[src/rtl/lfclk_pkg.sv]
package lfclk_pkg;
  localparam int REG_W   = 32;
  localparam int SRC_W   = 2;
  localparam int SRC_LSB = 0;
  localparam int BYP_BIT = 16;
  localparam int EXT_BIT = 17;
  localparam int RUN_BIT = 16;

  typedef enum logic [SRC_W-1:0] {
    SRC_RC  = 2'd0,
    SRC_XO  = 2'd1,
    SRC_SYN = 2'd2,
    SRC_BAD = 2'd3
  } lf_src_e;

  typedef struct packed {
    logic    ext;
    logic    byp;
    lf_src_e src;
  } lf_cfg_t;

  typedef enum logic [1:0] {
    ST_OFF    = 2'd0,
    ST_WAKE   = 2'd1,
    ST_BRIDGE = 2'd2,
    ST_ON     = 2'd3
  } lf_state_e;

  function automatic lf_cfg_t cfg_from_word(input logic [REG_W-1:0] w);
    lf_cfg_t c;
    c.src = lf_src_e'(w[SRC_LSB +: SRC_W]);
    c.byp = w[BYP_BIT];
    c.ext = w[EXT_BIT];
    return c;
  endfunction

  function automatic logic [REG_W-1:0] cfg_to_word(input lf_cfg_t c);
    logic [REG_W-1:0] w;
    w = '0;
    w[SRC_LSB +: SRC_W] = c.src;
    w[BYP_BIT] = c.byp;
    w[EXT_BIT] = c.ext;
    return w;
  endfunction

  function automatic logic cfg_legal(input lf_cfg_t c);
    case (c.src)
      SRC_RC, SRC_SYN: return !c.ext && !c.byp;
      SRC_XO:          return c.ext || !c.byp;
      default:         return 1'b0;
    endcase
  endfunction
endpackage

[src/rtl/lfclk_cfg.sv]
module lfclk_cfg
  import lfclk_pkg::*;
(
  input  logic             clk,
  input  logic             rst_n,
  input  logic             sys_off,
  input  logic             wr,
  input  logic [REG_W-1:0] wdata,
  input  logic             start_task,
  input  logic             idle,
  output lf_cfg_t          cfg_q,
  output lf_cfg_t          copy_q,
  output logic             go,
  output logic             err
);
  logic legal;
  logic start_bad;
  logic wr_locked;

  assign legal     = cfg_legal(cfg_q);
  assign go        = start_task && idle && !sys_off && legal;
  assign start_bad = start_task && idle && !sys_off && !legal;
  assign wr_locked = wr && !idle;

  always_ff @(posedge clk or negedge rst_n) begin
    if (!rst_n) begin
      cfg_q  <= '0;
      copy_q <= '0;
      err    <= 1'b0;
    end else begin
      if (wr && idle) cfg_q <= cfg_from_word(wdata);
      if (go) copy_q <= cfg_q;
      if (start_bad || wr_locked) err <= 1'b1;
    end
  end
endmodule

[src/rtl/lfclk_fsm.sv]
module lfclk_fsm
  import lfclk_pkg::*;
(
  input  logic      clk,
  input  logic      rst_n,
  input  logic      sys_off,
  input  logic      go,
  input  logic      stop_task,
  input  logic      rc_ready,
  input  logic      xo_ready,
  input  logic      syn_ready,
  input  lf_src_e   sel,
  output lf_state_e st,
  output logic      running,
  output lf_src_e   act_src,
  output logic      started_evt
);
  lf_state_e nxt;

  always_comb begin
    nxt = st;
    unique case (st)
      ST_OFF:  if (go) nxt = ST_WAKE;
      ST_WAKE: begin
        if (sel == SRC_SYN) begin
          if (syn_ready) nxt = ST_ON;
        end else if (rc_ready) begin
          nxt = (sel == SRC_XO) ? ST_BRIDGE : ST_ON;
        end
      end
      ST_BRIDGE: begin
        if (stop_task)     nxt = ST_OFF;
        else if (xo_ready) nxt = ST_ON;
      end
      ST_ON:   if (stop_task) nxt = ST_OFF;
      default: nxt = ST_OFF;
    endcase
    if (sys_off) nxt = ST_OFF;
  end

  always_ff @(posedge clk or negedge rst_n) begin
    if (!rst_n) begin
      st          <= ST_OFF;
      started_evt <= 1'b0;
    end else begin
      st          <= nxt;
      started_evt <= (nxt == ST_ON) && (st != ST_ON);
    end
  end

  assign running = (st == ST_BRIDGE) || (st == ST_ON);
  assign act_src = (st == ST_ON) ? sel : SRC_RC;
endmodule

[src/rtl/lfclk_gate.sv]
module lfclk_gate
  import lfclk_pkg::*;
(
  input  lf_state_e st,
  input  lf_cfg_t   sel,
  output logic      rc_en,
  output logic      xo_en,
  output logic      xo_ext_en,
  output logic      xo_bypass_en,
  output logic      syn_en,
  output logic      hf_req
);
  logic active;

  assign active = (st != ST_OFF);

  always_comb begin
    unique case (st)
      ST_WAKE:   rc_en = (sel.src != SRC_SYN);
      ST_BRIDGE: rc_en = 1'b1;
      ST_ON:     rc_en = (sel.src == SRC_RC);
      default:   rc_en = 1'b0;
    endcase
  end

  assign xo_en        = active && (sel.src == SRC_XO);
  assign xo_ext_en    = xo_en && sel.ext;
  assign xo_bypass_en = xo_en && sel.byp;
  assign syn_en       = active && (sel.src == SRC_SYN);
  assign hf_req       = active && (sel.src == SRC_SYN);
endmodule

[src/rtl/lfclk_seq.sv]
module lfclk_seq
  import lfclk_pkg::*;
(
  input  logic             clk,
  input  logic             rst_n,
  input  logic             sys_off,
  input  logic             cfg_wr,
  input  logic [REG_W-1:0] cfg_wdata,
  output logic [REG_W-1:0] cfg_rdata,
  output logic [REG_W-1:0] cfg_copy,
  input  logic             start_task,
  input  logic             stop_task,
  input  logic             rc_ready,
  input  logic             xo_ready,
  input  logic             syn_ready,
  output logic             rc_en,
  output logic             xo_en,
  output logic             xo_ext_en,
  output logic             xo_bypass_en,
  output logic             syn_en,
  output logic             hf_req,
  output logic [REG_W-1:0] lf_status,
  output logic             start_seen,
  output logic             started_evt,
  output logic             cfg_err
);
  lf_cfg_t   cfg_q;
  lf_cfg_t   copy_q;
  lf_state_e st;
  lf_src_e   act_src;
  logic      go;
  logic      running;

  lfclk_cfg u_cfg (
    .clk        (clk),
    .rst_n      (rst_n),
    .sys_off    (sys_off),
    .wr         (cfg_wr),
    .wdata      (cfg_wdata),
    .start_task (start_task),
    .idle       (st == ST_OFF),
    .cfg_q      (cfg_q),
    .copy_q     (copy_q),
    .go         (go),
    .err        (cfg_err)
  );

  lfclk_fsm u_fsm (
    .clk         (clk),
    .rst_n       (rst_n),
    .sys_off     (sys_off),
    .go          (go),
    .stop_task   (stop_task),
    .rc_ready    (rc_ready),
    .xo_ready    (xo_ready),
    .syn_ready   (syn_ready),
    .sel         (copy_q.src),
    .st          (st),
    .running     (running),
    .act_src     (act_src),
    .started_evt (started_evt)
  );

  lfclk_gate u_gate (
    .st           (st),
    .sel          (copy_q),
    .rc_en        (rc_en),
    .xo_en        (xo_en),
    .xo_ext_en    (xo_ext_en),
    .xo_bypass_en (xo_bypass_en),
    .syn_en       (syn_en),
    .hf_req       (hf_req)
  );

  always_comb begin
    lf_status = '0;
    lf_status[SRC_LSB +: SRC_W] = act_src;
    lf_status[RUN_BIT] = running;
  end

  assign cfg_rdata  = cfg_to_word(cfg_q);
  assign cfg_copy   = cfg_to_word(copy_q);
  assign start_seen = (st != ST_OFF);
endmodule

[config.mk]
export PLATFORM = sky130hd
export DESIGN_NAME = lfclk_seq
export DESIGN_NICKNAME = d
export VERILOG_FILES = /design/src/rtl/lfclk_pkg.sv /design/src/rtl/lfclk_cfg.sv /design/src/rtl/lfclk_fsm.sv /design/src/rtl/lfclk_gate.sv /design/src/rtl/lfclk_seq.sv
export SDC_FILE = /design/constraint.sdc
export NUM_CORES = 1
export LEC_CHECK = 0
export ABC_AREA = 1
export BUFFER_PORTS_ARGS = -buffer_cell sky130_fd_sc_hd__buf_2
export CELL_PAD_IN_SITES_DETAIL_PLACEMENT = 0
export CELL_PAD_IN_SITES_GLOBAL_PLACEMENT = 1
export CORE_UTILIZATION = 21
export DETAILED_ROUTE_END_ITERATION = 12
export PLACE_DENSITY_LB_ADDON = 0.1
export SKIP_CTS_REPAIR_TIMING = 1
export SLEW_MARGIN = 40
export SYNTH_ARGS = -nofsm -noshare
export SYNTH_HDL_FRONTEND = slang
export SYNTH_SLANG_ARGS = --single-unit
[constraint.sdc]
create_clock -name clk -period 1.3 [get_ports clk]
set_input_delay 0 -clock clk [delete_from_list [all_inputs] [get_ports clk]]
set_output_delay 0 -clock clk [all_outputs]
set_load 0.1 [all_outputs]
==> metrics.cfg, run 1 <==
[timing]
rsz0062_at_grt = true
fmax_mhz = 733
finalMaxSlewViolations = 0
layout_setup_ws_ps = -64.6
hold_viol_final = 1
min_period_ps = 1360
relSlewSlack_pct = 65.9
fin_crit_sh_pct = 105
whs_ps = -3.83
skew_ps = 1.67
setup_viol = 4
max_slew.worst_pin.slew_ps = 515

[placement]
placed_area_mm2 = 0.00147
gpl.final_weighted_congestion = 0.686
io_buffers = 32
dp_hpwl_mm = 2.02
dp_cells = 279

[grt]
grt_pass1_wl_mm = 3.35
overflow = 0
antenna_found_initial = 0
first_global_vias = 695
grt_max_degree = 13
grt_usage_pct = 6.89

[status]
violations = hold timing, setup timing
outcome = complete, but fails checks

[clocking]
cts_tree = done
cts_buffers = 3
htreeDepth = 1
clock_tree.root_cell = clkbuf_8
clk_pin_slew_ps = 50
clk_latency_ps = 240
cts.sinks = 12
clock_path_buffers = 2

[setup_path]
critPathCaptureType = output pin
crit_path_max_fanout = 7
startpoint = u_fsm.st[1]
worst_path_max_delay_cell = dfrtp_2
crit_chain = inv_4 > nand2_8 > inv_8 > nor3_4 > inv_2 > nor2_4 > buf_12
crit_path_start_kind = flip-flop
reg2reg_from = u_fsm.st[1]
crit_type = reg2out
max_stage_delay_ps = 410
reg2reg_slack_ps = 0
rr_worst_depth = 8
arrival_ps = 1360
worstPathRequired_ps = 1300

[routing]
drc = 0
ant_nets = 0
drt-wirelength-per-cell_um = 8.37
num_vias = 899
routed_wl_mm = 2.43
avgViaCountPerCell = 3.10
first_iter_violations = 36
dr.pass1.iters = 2

[flow_run]
maxCapViolCount = 0

[finish]
fin_area_mm2 = 0.00160
multi_input_area_um2 = 702
diodes = 0
post-route-util_pct = 26.9
final_nets = 257
drive_above_1_share_pct = 35.3
area_growth_pct = 22.4
fillCellCount = 687
regArea_um2 = 324
fin_cells = 290

[synthesis]
yosys_warnings = 0
seq_area_frac_synth_pct = 22.9
synth.avg_cell_area_um2 = 7.57
ys.flop_type = dfrtp_1
synth-seq-cells = 12
synth-edff-count = 0
synth_cell_types = 22
ys_async_sr_fraction_pct = 100
synthesis.area_mm2 = 0.00131
synthCells = 173

[floorplan]
rows = 28
die_x_um = 81.0
io_pins = 146
die_height_um = 81.0
initial_core_util_pct = 22.0
die_area_mm2 = 0.00656
core_region_area_mm2 = 0.00596

[worst_hold_path]
min_path_type = in2reg
hold_start = cfg_wdata[17]
hold_depth = 3

worst paths after layout:
| kind | to |
|---|---|
| worst max-delay path | xo_ext_en |
| worst min-delay path | u_cfg.cfg_q[3] |
| worst max register to register | u_fsm.started_evt |
| worst min register to register | u_cfg.err |
| max in group asynchronous | u_cfg.copy_q[0] |
| min in group asynchronous | u_fsm.started_evt |
placed cells by master (no fill, tap or decap), drive strengths merged:
cell type / instances
inv: 15
a211oi: 1
o21ai: 3
nor3: 1
nor2: 13
nand3: 9
dfrtp: 12
buf: 39
a21oi: 5
conb: 85
nand2: 25
and2: 1
clkbuf: 4
dlygate4sd3: 2
per-layer routing:
| layer | part of all wire [%] | wire, um | GRT usage, % | vias up |
|---|---|---|---|---|
| met5 | 0 | 0 | 0 | - |
| met4 | 1.7 | 42 | 4.29 | 0 |
| met1 | 37 | 895 | 7.98 | 394 |
| met3 | 9.2 | 223 | 1.35 | 5 |
| met2 | 52 | 1260 | 11.6 | 62 |
| li1 | - | - | - | 438 |
kinds of logic after synthesis:
kind of cell | share of synthesized area, %
AO/OA/AOI/OAI | 3.63
buffers and inverters | 54.6
flip-flops | 22.9
other | 0.286
AND/OR/NAND/NOR | 18.5
sequential cells by signal, indices dropped and copies added, names as in the netlist:
name / count
u_cfg.copy_q: 4
u_fsm.started_evt: 1
u_cfg.err: 1
u_cfg.cfg_q: 4
u_fsm.st: 2
cell type report:
cell class                 count  area share (%)
clock buffer                   4            2.81
inverter                      15            4.45
multi-input combinational    143            43.8
sequential                    12            20.2
tap                           75            5.85
timing repair buffer          41            22.9
cells in the mapped netlist, types with 2 or more instances:
cell type	instances	area share, %
a21oi_1	5	1.9
buf_4	87	50
dfrtp_1	12	23
inv_1	12	3.4
inv_2	2	0.57
nand2_1	23	6.6
nand3_1	6	2.3
nor2_1	11	3.2
o21ai_0	2	0.76
through the flow:
stage	TNS (ps)	worst slack (ps)
3_5_place_dp	0	4.02
2_1_floorplan	-4020	-994
5_1_grt	-978	-156
6_report	-190	-64.6
4_1_cts	-1070	-262
3_3_place_gp	0	6.50
worst max-delay path, delay by kind of cell, from the launching register on:
family | cells | cell delay, ps
buffers and inverters | 4 | 380
flip-flops | 1 | 410
AND/OR/NAND/NOR | 3 | 330
Power of run 1 is not shown: default switching activity piles up to over one toggle a cycle in this logic, so the estimate is an artifact.
==> run 2, diff against run 1 <==
ABC_AREA = 0   (was 1)
CORE_ASPECT_RATIO = 2   (was default)
CORE_UTILIZATION = 22   (was 21)
CTS_BUF_LIST = sky130_fd_sc_hd__clkbuf_16   (was default)
==> run 2 against run 1 <==
Via count decreased by 9.2%. The run still ends with hold timing, setup timing left. Clock skew up 2.2 ps. Design area rose by 4.4%. Wire length grew 14%. First-iteration DRC count decreased by 94%. Sequential share of layout area shrank 0.71 points. Maximum frequency shrank 5.8%. Synthesized area barely moved.
==> metrics.cfg, run 2 <==
[placement]
dp_cells = 244  ; -13%
dp_hpwl_mm = 2.43  ; +21%
gpl.final_weighted_congestion = 0.703  ; +2.5%
io_buffers = 32  ; unchanged

[floorplan]
die_height_um = 111  ; +37%
initial_core_util_pct = 23.0  ; +0.97 points
rows = 39  ; +39%
core_region_area_mm2 = 0.00571  ; -4.1%
die_area_mm2 = 0.00629  ; -4.1%
io_pins = 146  ; unchanged
die_x_um = 56.6  ; -30%

[routing]
first_iter_violations = 2  ; -94%
dr.pass1.iters = 3  ; +1
avgViaCountPerCell = 3.24  ; +4.5%
drc = 0  ; unchanged
ant_nets = 0  ; unchanged
routed_wl_mm = 2.76  ; +14%
drt-wirelength-per-cell_um = 10.9  ; +31%
num_vias = 816  ; -9.2%

[finish]
final_nets = 233  ; -9.3%
layout_commonest_cell = conb_1
drive_above_1_share_pct = 47.6  ; +12 points
area_growth_pct = 27.8
fin_cells = 252  ; -13%
top_regs = u_cfg.cfg_q (4), u_cfg.copy_q (4), u_fsm.st (2)
diodes = 0  ; unchanged
layout_common_cells = conb_1, buf_2, buf_4

[clocking]
clock_tree.root_cell = clkbuf_16
htreeDepth = 1  ; unchanged
clock_path_buffers = 2  ; unchanged
cts_buffers = 3  ; unchanged
cts_tree = done
clk_pin_slew_ps = 50  ; about the same
cts.sinks = 12  ; unchanged
clk_latency_ps = 240  ; about the same

[setup_path]
critPathCaptureType = flip-flop
crit_type = reg2reg
path_delay_family = simple AND/OR/NAND/NOR gates
crit_path_max_fanout = 4  ; -3
crit_chain = nor2_4 > inv_8 > nor3b_4 > nand2_2 > mux2_4
max_stage_delay_ps = 420  ; about the same
crit_buf_inv = 1  ; -3
crit_path_start_kind = flip-flop
arrival_ps = 1570  ; +210 ps
reg2reg_slack_ps = -150  ; -150 ps
worst_path_max_delay_cell = dfrtp_2
rr_worst_depth = 5  ; -3
r2r-end = u_cfg.copy_q[0]
worstPathRequired_ps = 1430  ; +130 ps
reg2reg_from = u_fsm.st[1]

[grt]
overflow = 0  ; unchanged
antenna_found_initial = 0  ; unchanged
grt_max_degree = 13  ; unchanged
grt_usage_pct = 8.83  ; +1.9 points
first_global_vias = 759  ; +9.2%
grt_pass1_wl_mm = 4.11  ; +23%

[synthesis]
yosys_warnings = 0  ; unchanged
ys.flop_type = dfrtp_1
synth_cell_types = 27  ; +23%
ys_async_sr_fraction_pct = 100  ; unchanged
yosys.area.top_type_share_pct = 49.8  ; about the same
synthesis.area_mm2 = 0.00131  ; about the same
yosys.area.top_type = buf_4
yosys-top-cells-count = buf_4, dfrtp_1, mux2_2
synth_area_leaders = buf_4, dfrtp_1, mux2_2
synth-edff-count = 0  ; unchanged
seq_area_frac_synth_pct = 22.9  ; about the same
synthCells = 143  ; -17%
yosysMostFrequentCell = buf_4
synth-seq-cells = 12  ; unchanged
synth.avg_cell_area_um2 = 9.17  ; +21%

[timing]
layout_setup_ws_ps = -149  ; -84.4 ps
finalMaxSlewViolations = 0  ; unchanged
rsz0062_at_grt = true
fmax_mhz = 690  ; -5.8%
fin_crit_sh_pct = 111  ; +6.5 points
hold_viol_final = 3  ; +2
setup_viol = 13  ; +9
min_period_ps = 1450  ; +84.4 ps
whs_ps = -9.39  ; -5.56 ps
skew_ps = 3.83  ; +2.16 ps

[power]
power.density_mw_per_mm2 = 3070
leakagePower_nw = 0.886
peakVddDrop_uv = 1920
p_total_mw = 5.14

[worst_hold_path]
hold_start = sys_off
holdPathEnd = u_fsm.st[1]
min_path_type = in2reg
hold_depth = 2  ; -1

[flow_run]
maxCapViolCount = 0  ; unchanged

[status]
violations = hold timing, setup timing
outcome = complete, but fails checks

-- run 2: kinds of logic (layout without fill, tap and decap cells) --
group	after synthesis	in the layout	share of synthesized area (%)
AO/OA/AOI/OAI	9	9	4.68
buffers and inverters	90	54	51.2
flip-flops	12	12	22.9
multiplexers	10	10	9.73
other	1	85	0.286
AND/OR/NAND/NOR	21	21	11.2
-- run 2: layer usage --
layer | up-vias | track usage [%] | share of wire [%] | wire length, um
met5 | - | 0 | 0 | 0
met4 | 0 | 3.90 | 1.7 | 47
met3 | 5 | 1.63 | 7.9 | 218
met2 | 71 | 19.1 | 65 | 1790
met1 | 362 | 6.71 | 25 | 699
li1 | 378 | - | - | -
-- run 2: area by class of cell --
| class | count | area (um^2) |
|---|---|---|
| clock inverter | 1 | 3.75 |
| inverter | 1 | 11.3 |
| clock buffer | 3 | 75.1 |
| fill | 599 | 4030 |
| tap | 61 | 76.3 |
| multi-input combinational | 125 | 747 |
| timing repair buffer | 49 | 435 |
| sequential | 12 | 327 |
-- run 2: through the flow --
stage	utilization (%)	cell area (um^2)	worst slack [ps]	setup TNS, ps
5_1_grt	29.3	1680	-227	-2220
3_5_place_dp	26.7	1530	-166	-997
2_1_floorplan	-	1740	-297	-2420
6_report	29.3	1680	-149	-1470
3_3_place_gp	26.7	1530	-155	-959
4_1_cts	28.1	1610	-174	-1560
-- run 2: worst max path at each step --
stage                     slack (ps)            start         endpoint  depth (start not counted)
after global placement          -150      u_fsm.st[1]  u_cfg.copy_q[3]                          5
after floorplan                 -300  u_cfg.copy_q[0]           syn_en                          3
final                           -150      u_fsm.st[1]  u_cfg.copy_q[0]                          5
after CTS                       -170      u_fsm.st[1]  u_cfg.copy_q[0]                          5
after global routing            -230      u_fsm.st[1]  u_cfg.copy_q[0]                          5
after detailed placement        -170      u_fsm.st[1]  u_cfg.copy_q[0]                          5
-- run 2: where the power goes --
group	internal, mW	switching, mW	leakage [nW]
clock network	0.405	0.165	0.0385
registers	0.561	0.131	0.135
logic	0.968	2.91	0.713
total	1.93	3.21	0.886
(Power assumes the default switching activity.)
